**src/rtl/crc_wr_pkg.sv**
```systemverilog
package crc_wr_pkg;
  localparam int WORD_W = 16;

  typedef enum logic [2:0] {
    ST_IDLE, ST_ADDR, ST_PTR, ST_MSB, ST_LSB, ST_CRC
  } wr_state_e;

  function automatic logic [7:0] crc8_upd(input logic [7:0] crc,
                                          input logic [7:0] data,
                                          input logic [7:0] poly);
    logic [7:0] c;
    c = crc ^ data;
    for (int i = 0; i < 8; i++)
      c = c[7] ? ((c << 1) ^ poly) : (c << 1);
    return c;
  endfunction
endpackage

```
**src/rtl/crc8_acc.sv**
```systemverilog
module crc8_acc #(
  parameter logic [7:0] POLY = 8'h07
) (
  input  logic       clk_i,
  input  logic       rst_ni,
  input  logic       clr_i,
  input  logic       upd_i,
  input  logic       restart_i,
  input  logic [7:0] data_i,
  output logic [7:0] crc_o
);
  import crc_wr_pkg::*;

  logic [7:0] base;
  assign base = restart_i ? 8'h00 : crc_o;

  always_ff @(posedge clk_i or negedge rst_ni) begin
    if (!rst_ni)      crc_o <= 8'h00;
    else if (clr_i)   crc_o <= 8'h00;
    else if (upd_i)   crc_o <= crc8_upd(base, data_i, POLY);
  end

  AST_CRC_HOLD: assert property (@(posedge clk_i) disable iff (!rst_ni)
    (!clr_i && !upd_i) |=> $stable(crc_o));
endmodule

```
**src/rtl/wr_ptr.sv**
```systemverilog
module wr_ptr #(
  parameter int AW = 4
) (
  input  logic          clk_i,
  input  logic          rst_ni,
  input  logic          load_i,
  input  logic [AW-1:0] load_val_i,
  input  logic          step_i,
  input  logic          inc_en_i,
  output logic [AW-1:0] ptr_o
);
  always_ff @(posedge clk_i or negedge rst_ni) begin
    if (!rst_ni)                 ptr_o <= '0;
    else if (load_i)             ptr_o <= load_val_i;
    else if (step_i && inc_en_i) ptr_o <= ptr_o + 1'b1;
  end

  AST_PTR_STEP: assert property (@(posedge clk_i) disable iff (!rst_ni)
    (step_i && inc_en_i && !load_i) |=> (ptr_o == $past(ptr_o) + 1'b1));
endmodule

```
**src/rtl/crc_wr_engine.sv**
```systemverilog
module crc_wr_engine
  import crc_wr_pkg::*;
#(
  parameter int         AW   = 4,
  parameter logic [7:0] POLY = 8'h07
) (
  input  logic              clk_i,
  input  logic              rst_ni,
  input  logic              start_i,
  input  logic              stop_i,
  input  logic              byte_valid_i,
  input  logic [7:0]        byte_data_i,
  input  logic              crc_en_i,
  input  logic              auto_inc_i,
  input  logic              flag_clr_i,
  output logic              ack_o,
  output logic              wr_en_o,
  output logic [AW-1:0]     wr_addr_o,
  output logic [WORD_W-1:0] wr_data_o,
  output logic              crc_err_o
);
  wr_state_e  st_q;
  logic [7:0] msb_q, lsb_q, crc_q;
  logic [AW-1:0] ptr_q;
  logic first_q, bad_q, wrote_q;
  logic take, crc_ok, word_done, dup_block, commit, fail;
  logic crc_upd, crc_restart, crc_clr, ptr_load;

  assign take        = byte_valid_i && !start_i && !stop_i;
  assign crc_restart = take && (st_q == ST_ADDR);
  assign crc_upd     = take && (st_q inside {ST_ADDR, ST_PTR, ST_MSB, ST_LSB});
  assign crc_clr     = take && (st_q == ST_CRC);
  assign ptr_load    = take && (st_q == ST_PTR);
  assign crc_ok      = (byte_data_i == crc_q);
  assign word_done   = take && ((st_q == ST_LSB && !crc_en_i) || st_q == ST_CRC);
  // repeated same-register writes under CRC: keep the first only
  assign dup_block   = crc_en_i && !auto_inc_i && wrote_q;
  assign fail        = take && (st_q == ST_CRC) && !crc_ok;
  assign commit      = word_done && !bad_q && !dup_block && (st_q == ST_LSB || crc_ok);

  crc8_acc #(.POLY(POLY)) u_crc (
    .clk_i, .rst_ni,
    .clr_i(crc_clr), .upd_i(crc_upd), .restart_i(crc_restart),
    .data_i(byte_data_i), .crc_o(crc_q)
  );

  wr_ptr #(.AW(AW)) u_ptr (
    .clk_i, .rst_ni,
    .load_i(ptr_load), .load_val_i(byte_data_i[AW-1:0]),
    .step_i(word_done), .inc_en_i(auto_inc_i), .ptr_o(ptr_q)
  );

  always_ff @(posedge clk_i or negedge rst_ni) begin
    if (!rst_ni) begin
      st_q    <= ST_IDLE;
      msb_q   <= '0;
      lsb_q   <= '0;
      first_q <= 1'b0;
      bad_q   <= 1'b0;
      wrote_q <= 1'b0;
    end else if (start_i) begin
      st_q    <= ST_ADDR;
      first_q <= 1'b1;
      bad_q   <= 1'b0;
      wrote_q <= 1'b0;
    end else if (stop_i) begin
      st_q <= ST_IDLE;
    end else if (take) begin
      if (commit) wrote_q <= 1'b1;
      unique case (st_q)
        ST_ADDR: st_q <= ST_PTR;
        ST_PTR:  st_q <= ST_MSB;
        ST_MSB: begin
          msb_q <= byte_data_i;
          st_q  <= ST_LSB;
        end
        ST_LSB: begin
          lsb_q <= byte_data_i;
          if (crc_en_i) st_q <= ST_CRC;
          else begin
            st_q    <= ST_MSB;
            first_q <= 1'b0;
          end
        end
        ST_CRC: begin
          if (fail && first_q) bad_q <= 1'b1;
          first_q <= 1'b0;
          st_q    <= ST_MSB;
        end
        default: st_q <= ST_IDLE;
      endcase
    end
  end

  always_ff @(posedge clk_i or negedge rst_ni) begin
    if (!rst_ni) begin
      ack_o     <= 1'b0;
      wr_en_o   <= 1'b0;
      wr_addr_o <= '0;
      wr_data_o <= '0;
      crc_err_o <= 1'b0;
    end else begin
      wr_en_o <= commit;
      if (commit) begin
        wr_addr_o <= ptr_q;
        wr_data_o <= (st_q == ST_LSB) ? {msb_q, byte_data_i} : {msb_q, lsb_q};
      end
      if (take) ack_o <= (st_q != ST_IDLE) && !fail;
      if (fail)            crc_err_o <= 1'b1;
      else if (flag_clr_i) crc_err_o <= 1'b0;
    end
  end

  AST_WR_ACKED: assert property (@(posedge clk_i) disable iff (!rst_ni)
    wr_en_o |-> ack_o);
  AST_WR_AFTER_BYTE: assert property (@(posedge clk_i) disable iff (!rst_ni)
    wr_en_o |-> $past(byte_valid_i));
  AST_FLAG_ON_NACK: assert property (@(posedge clk_i) disable iff (!rst_ni)
    $rose(crc_err_o) |-> !ack_o);
  AST_FLAG_STICKY: assert property (@(posedge clk_i) disable iff (!rst_ni)
    (crc_err_o && !flag_clr_i) |=> crc_err_o);
endmodule

```
**config.mk**
```make
export PLATFORM = sky130hd
export DESIGN_NAME = crc_wr_engine
export DESIGN_NICKNAME = d
export VERILOG_FILES = /design/src/rtl/crc_wr_pkg.sv /design/src/rtl/crc8_acc.sv /design/src/rtl/wr_ptr.sv /design/src/rtl/crc_wr_engine.sv
export SDC_FILE = /design/constraint.sdc
export NUM_CORES = 1
export LEC_CHECK = 0
export ABC_AREA = 1
export BUFFER_PORTS_ARGS = -buffer_cell sky130_fd_sc_hd__buf_2
export CAP_MARGIN = 20
export CORE_ASPECT_RATIO = 1.75
export CORE_MARGIN = 2
export CORE_UTILIZATION = 50
export CTS_BUF_LIST = sky130_fd_sc_hd__clkbuf_16
export DETAILED_ROUTE_END_ITERATION = 10
export PLACE_DENSITY_LB_ADDON = 0.25
export SLEW_MARGIN = 20
export SYNTH_ARGS = -nofsm -noshare
export SYNTH_HDL_FRONTEND = slang
export SYNTH_HIERARCHICAL = 1
export SYNTH_SLANG_ARGS = --single-unit
export TNS_END_PERCENT = 10
```
**constraint.sdc**
```tcl
create_clock -name clk_i -period 2.45 [get_ports clk_i]
set_input_delay 0.1225 -clock clk_i [delete_from_list [all_inputs] [get_ports clk_i]]
set_output_delay 0.1225 -clock clk_i [all_outputs]
set_load 0.005 [all_outputs]
```
## Yosys cells after proc, flatten, opt, wreduce, memory -nomap -nowiden

Index checks and enable logic that the tools add are counted.

- Flip-flop bits (word level): 57
- Bits of input ports: 16
- Output and inout port bits: 23
- Word-level logic and storage cells: 112

- Add/sub/neg operators: 1
- Equality and inequality tests: 8
- Muxes and demuxes: 35
- Bitwise gates (word level): 11
- Reduce and logical (&&, ||, !) cells: 44

Operators with widths:

| operator | number |
|---|---|
| 3-bit two-way mux | 12 |
| 8-bit two-way mux | 4 |
| 3-bit inverter | 8 |
| 1-bit logical AND | 17 |
| 4-bit AND reduction | 4 |
| 1-bit two-way mux | 15 |
| 2-bit nonzero test | 7 |
| 3-bit one-hot mux with 4 select lines | 1 |
| 3-bit nonzero test | 3 |
| 8-bit equality test | 1 |
| 1-bit zero test | 8 |
| 4-bit two-way mux | 2 |
| 8-bit bitwise XOR | 1 |
| 3-bit by 2-bit equality test with 1-bit output, second input constant | 2 |
| 3-bit equality test, second input constant | 2 |
| 4-bit by 1-bit adder with 4-bit output, second input constant | 1 |
| 4-bit nonzero test | 1 |
| 3-bit by 1-bit equality test with 1-bit output, second input constant | 1 |
| 3-bit inequality test, second input constant | 1 |
| 3-bit AND reduction | 1 |
| 1-bit logical OR | 2 |
| 2-bit inequality test, second input constant | 1 |
| 1-bit inverter | 2 |
| 1-bit one-hot mux with 2 select lines | 1 |
| 2-bit OR reduction | 1 |

## Logic depth before layout (Yosys ltp)

- Word-level depth: 24
- Mapped depth: 16
- Mapped depth without buffers: 15

## By module

Netlist, hierarchy kept.

Modules (own cells, without submodules):

| module | instances | cells each | area each (um2) | seq. area each (um2) |
|---|---|---|---|---|
| crc_wr_engine | 1 | 256 | 2094.5 | 1126.1 |
| crc8_acc | 1 | 109 | 730.7 | 200.2 |
| wr_ptr | 1 | 37 | 257.7 | 100.1 |

## Worst setup path after synthesis

No wires, ideal clock.

- Path kind: flip-flop to flip-flop
- Start: register st_q[1]
- End: register u_crc.crc_o[6]
- Setup time: 118 ps
- Data arrival time: 1631 ps
- Slack: 702 ps
- Stages on the path, launching flop included: 12
- Clock period less this slack: 1748 ps
- Cells stage by stage: dfrtp_1 -> inv_1 -> nand2_1 -> nor3_1 -> inv_2 -> buf_8 -> nand2_2 -> xor2_2 -> xnor2_1 -> nand2_1 -> nand3_1 -> nand2_1

- Cells in the longest elaborated chain, start to end: 11
- Elaborated cells between the ends (all ways): 19

Ends and longest elaborated chain:

| what | RTL line | text |
|---|---|---|
| from (decl) | crc_wr_engine.sv:22 | `wr_state_e st_q;` |
| from (signal assigned) | crc_wr_engine.sv:55 | `st_q <= ST_IDLE;` |
| from (signal assigned) | crc_wr_engine.sv:62 | `st_q <= ST_ADDR;` |
| from (signal assigned) | crc_wr_engine.sv:67 | `st_q <= ST_IDLE;` |
| 3-bit by 1-bit equality test with 1-bit output (*) | crc_wr_engine.sv:30 | `assign crc_restart = take && (st_q == ST_ADDR);` |
| 1-bit logical AND (*) | crc_wr_engine.sv:30 |  |
| via crc_restart | crc_wr_engine.sv:27 | `logic crc_upd, crc_restart, crc_clr, ptr_load;` |
| 8-bit two-way mux (*) | crc8_acc.sv:15 | `assign base = restart_i ? 8'h00 : crc_o;` |
| 8-bit bitwise XOR (*) | crc_wr_pkg.sv:12 | `c = crc ^ data;` |
| 3-bit two-way mux | crc_wr_pkg.sv:14 | `c = c[7] ? ((c << 1) ^ poly) : (c << 1);` |
| 3-bit inverter (no source line) | - |  |
| 3-bit two-way mux | crc_wr_pkg.sv:14 |  |
| 3-bit inverter (no source line) | - |  |
| 3-bit two-way mux (*) | crc_wr_pkg.sv:14 |  |
| 8-bit two-way mux (*) | crc8_acc.sv:20 | `else if (upd_i) crc_o <= crc8_upd(base, data_i, POLY);` |
| 8-bit two-way mux (*) | crc8_acc.sv:19 | `else if (clr_i) crc_o <= 8'h00;` |
| to (signal assigned) | crc8_acc.sv:20 |  |
| to (decl) | crc8_acc.sv:10 | `output logic [7:0] crc_o` |

Mark *: on every way through the listed nets, which the timed path passes. The rest lies on a longest branch. The select of a mux whose other input is x is not followed.
A chain may end at the register's enable or synchronous reset.

## Worst setup path after layout

- Start: register st_q[1]
- End: register u_crc.crc_o[5]

The elaborated chain is that of the path after synthesis.

==> metrics.json <==
{
  "outcome": {
    "outcome": "complete, no violations"
  },
  "synthesis": {
    "async_flop_share_pct": 100,
    "ys_seq_elements": 57,
    "avgSynthCellArea_um2": 7.67,
    "synth.net_count": 419,
    "yosys_warnings": 6,
    "synth_flop_cell": "dfrtp_1",
    "synthCells": 402,
    "syn_area_um2": 3080,
    "synth-edff-count": 0,
    "synth.yosys.seq_area_share_pct": 46.3,
    "synthDistinctLibCells": 37
  },
  "pwr": {
    "power_density_nw_per_um2": 835,
    "vdd_drop_max_mv": 0.549,
    "static_leakage_uw": 0.00201
  },
  "global_routing": {
    "number_of_global_route_vias_before_repair": 2512,
    "grt_max_degree": 28,
    "grt_first_pass_wirelength_um": 11500,
    "grt_usage_pct": 21.8,
    "initial_antenna_violation_count": 0,
    "gr-total-overflow": 0
  },
  "sta": {
    "timing_worst_slew_pin_value_ns": 0.619,
    "relSlewSlack_pct": 58.6,
    "timing.final.crit_share_pct": 84.4,
    "fin_hold_ws_ns": 0.0349,
    "final-setup-viol-count": 0,
    "finalCriticalPeriod_ns": 2.07,
    "finClkSkew_ns": 0.00593,
    "final-hold-violation-count": 0,
    "grt_setup_unrepaired": "no",
    "timing.setup.tns_ns": 0,
    "timing.final.max_slew_violations": 0,
    "fmaxAchievable_mhz": 484
  },
  "clocking": {
    "cts-root-to-sink-buffers": 2,
    "cts_root_buffer": "clkbuf_16",
    "cts_tree": "built",
    "cts.htree.levels": 3,
    "cts.repair.resized": 0,
    "clock_insertion_delay_worst_skew_ns": 0.32,
    "clock_sink_count": 57,
    "cts.reportedPaths.clkPinSlew_ns": 0.05,
    "post_cts.repair.setup_buffers": 0,
    "cts-buffers-inserted": 9
  },
  "route": {
    "drt_pre_antenna_iters": 4,
    "num_vias": 2592,
    "ant_nets": 0,
    "drt_first_iter_violations": 147,
    "drc": 0,
    "drt_wl_total_um": 6560,
    "post_drt_via_cell_ratio": 4.89,
    "post_drt_wl_per_cell_um": 12.4
  },
  "setup_path": {
    "critical_path.cell_chain": "inv_1 -> nand2_1 -> nor3_1 -> inv_2 -> nand2_4 -> xor2_2 -> xnor2_1 -> nand2_1 -> nand2_1 -> o21ai_2",
    "critical_path.slowest_cell": "dfrtp_1",
    "cp-startpoint": "st_q[1]",
    "timing_worst_setup_path_type": "reg2reg",
    "cp_common_cell": "nand2_1",
    "critical_path.startpoint_type": "flip-flop",
    "cpPeakStageDelay_ns": 0.42,
    "critical_path_peak_fanout": 11,
    "cp_data_arrival_time_ns": 2.27,
    "timing.rr.start": "st_q[1]",
    "timing.critical_path.required_ns": 2.66,
    "crit_path_end_kind": "flip-flop"
  },
  "min_path": {
    "worst_hold_startpoint": "start_i",
    "holdCritPathClass": "in2reg"
  },
  "final_layout": {
    "synth_to_final_area_change_pct": 17.1,
    "area.sequential_um2": 1430,
    "post_route_cells_drive_above_1_share_pct": 19.5,
    "design.final.nets": 464,
    "antennaDiodeCount": 0,
    "finalNonFillerCells": 530,
    "multi_input_area_um2": 1400,
    "nFillCells": 585
  },
  "floorplan": {
    "rows": 37,
    "initial_core_util_pct": 52.0,
    "die_h_um": 108,
    "top_level_ports": 39,
    "core_area_um2": 5930,
    "die-area_um2": 6830,
    "floorplan.die.width_um": 63.4
  },
  "placement": {
    "dp_hpwl_um": 4950,
    "routability_congestion": 0.874,
    "port_buffers": 38,
    "dp.cells": 512
  },
  "job": {
    "drv_cap": 0
  }
}
==> area by class of cell <==
type / instances / share of cell area, %
Tap cell: 78 / 2.70
Sequential cell: 57 / 39.5
Clock inverter: 7 / 1.07
Inverter: 48 / 4.99
Clock buffer: 9 / 6.24
Multi-Input combinational cell: 287 / 38.8
Timing Repair Buffer: 44 / 6.65
==> per-stage QoR <==
step                area (µm²)  worst slack, ns  power, µW  utilization, %
floorplan                 3080            0.702       1760               -
global placement          3330            0.471       1930            56.1
detailed placement        3330            0.440       1950            56.1
CTS                       3610            0.385       3040            60.9
global route              3610            0.112       3220            60.9
finish                    3610            0.383       3010            60.9
==> routing by layer <==
layer  part of all wire, %  track usage (%)  vias up
li1                      -                -     1344
met1                    40             24.7     1183
met2                    55             39.5       51
met3                   3.5             4.50       14
met4                   1.9             8.54        0
met5                     0                0        -
==> critical path: cells and delay by family (launching register included) <==
kind                      cells  cell delay, ns
and+or+nand+nor               5            0.70
xor gates and xnor gates      2            0.45
DFF                           1            0.42
buffers and inverters         2            0.33
AOI/OAI and AO/OA             1            0.05
==> cells in the final DEF (no fill, tap or decap), types with 4 or more instances in the layout <==
cell type  instances
nand2_1          159
dfrtp_1           57
inv_1             43
buf_2             38
nand3_1           36
o21ai_0           31
nor2_1            12
nand2_2            9
clkbuf_16          9
inv_2              6
xnor2_1            5
a21oi_1            4
buf_4              4
==> what timing repair did <==
item,4_1_cts,5_1_grt
endpoints found under the setup margin,0,0
hold buffers,2,0
hold endpoints to repair,26,0
==> cell usage after synthesis (all sizes together), types with 3 or more instances <==
library cell | n | area, µm²
xnor2 | 6 | 60.1
nand3 | 39 | 210
buf | 7 | 62.6
nand2 | 171 | 687
inv | 48 | 180
o21ai | 34 | 174
xor2 | 4 | 68.8
clkbuf | 3 | 11.3
nor2 | 17 | 91.3
a21oi | 5 | 28.8
dfrtp | 57 | 1430
==> power by group <==
| part | internal [µW] | switching (µW) |
|---|---|---|
| clock | 670 | 409 |
| sequential | 1040 | 123 |
| combinational | 304 | 473 |
==> cells by family after synthesis <==
family | after synthesis | share of synthesized area [%]
fa+ha+maj | 1 | 0.406
flops | 57 | 46.3
buf+inv | 58 | 8.24
compound gates | 45 | 8.04
simple gates | 231 | 32.9
xor+xnor | 10 | 4.18
==> path summary, 6_finish.rpt <==
path	cells after the start	slack [ns]	to
hold / removal	2	0.03	bad_q
max in group asynchronous	3	1.42	u_ptr/ptr_o[3]
setup / recovery	10	0.38	u_crc/crc_o[5]
hold reg to reg	2	0.46	wr_addr_o[2]
setup reg to reg	10	0.38	u_crc/crc_o[5]
min in group asynchronous	2	0.35	wr_data_o[4]
==> flip-flops by register name, summed over array words and instances (netlist names) <==
signal,cells
u_ptr/ptr_o,4
st_q,3
crc_err_o,1
wr_addr_o,4
u_crc/crc_o,8
lsb_q,8
wrote_q,1
msb_q,8
bad_q,1
wr_data_o,16
first_q,1
ack_o,1
wr_en_o,1
No activity file was read; power rests on OpenSTA's default activity.
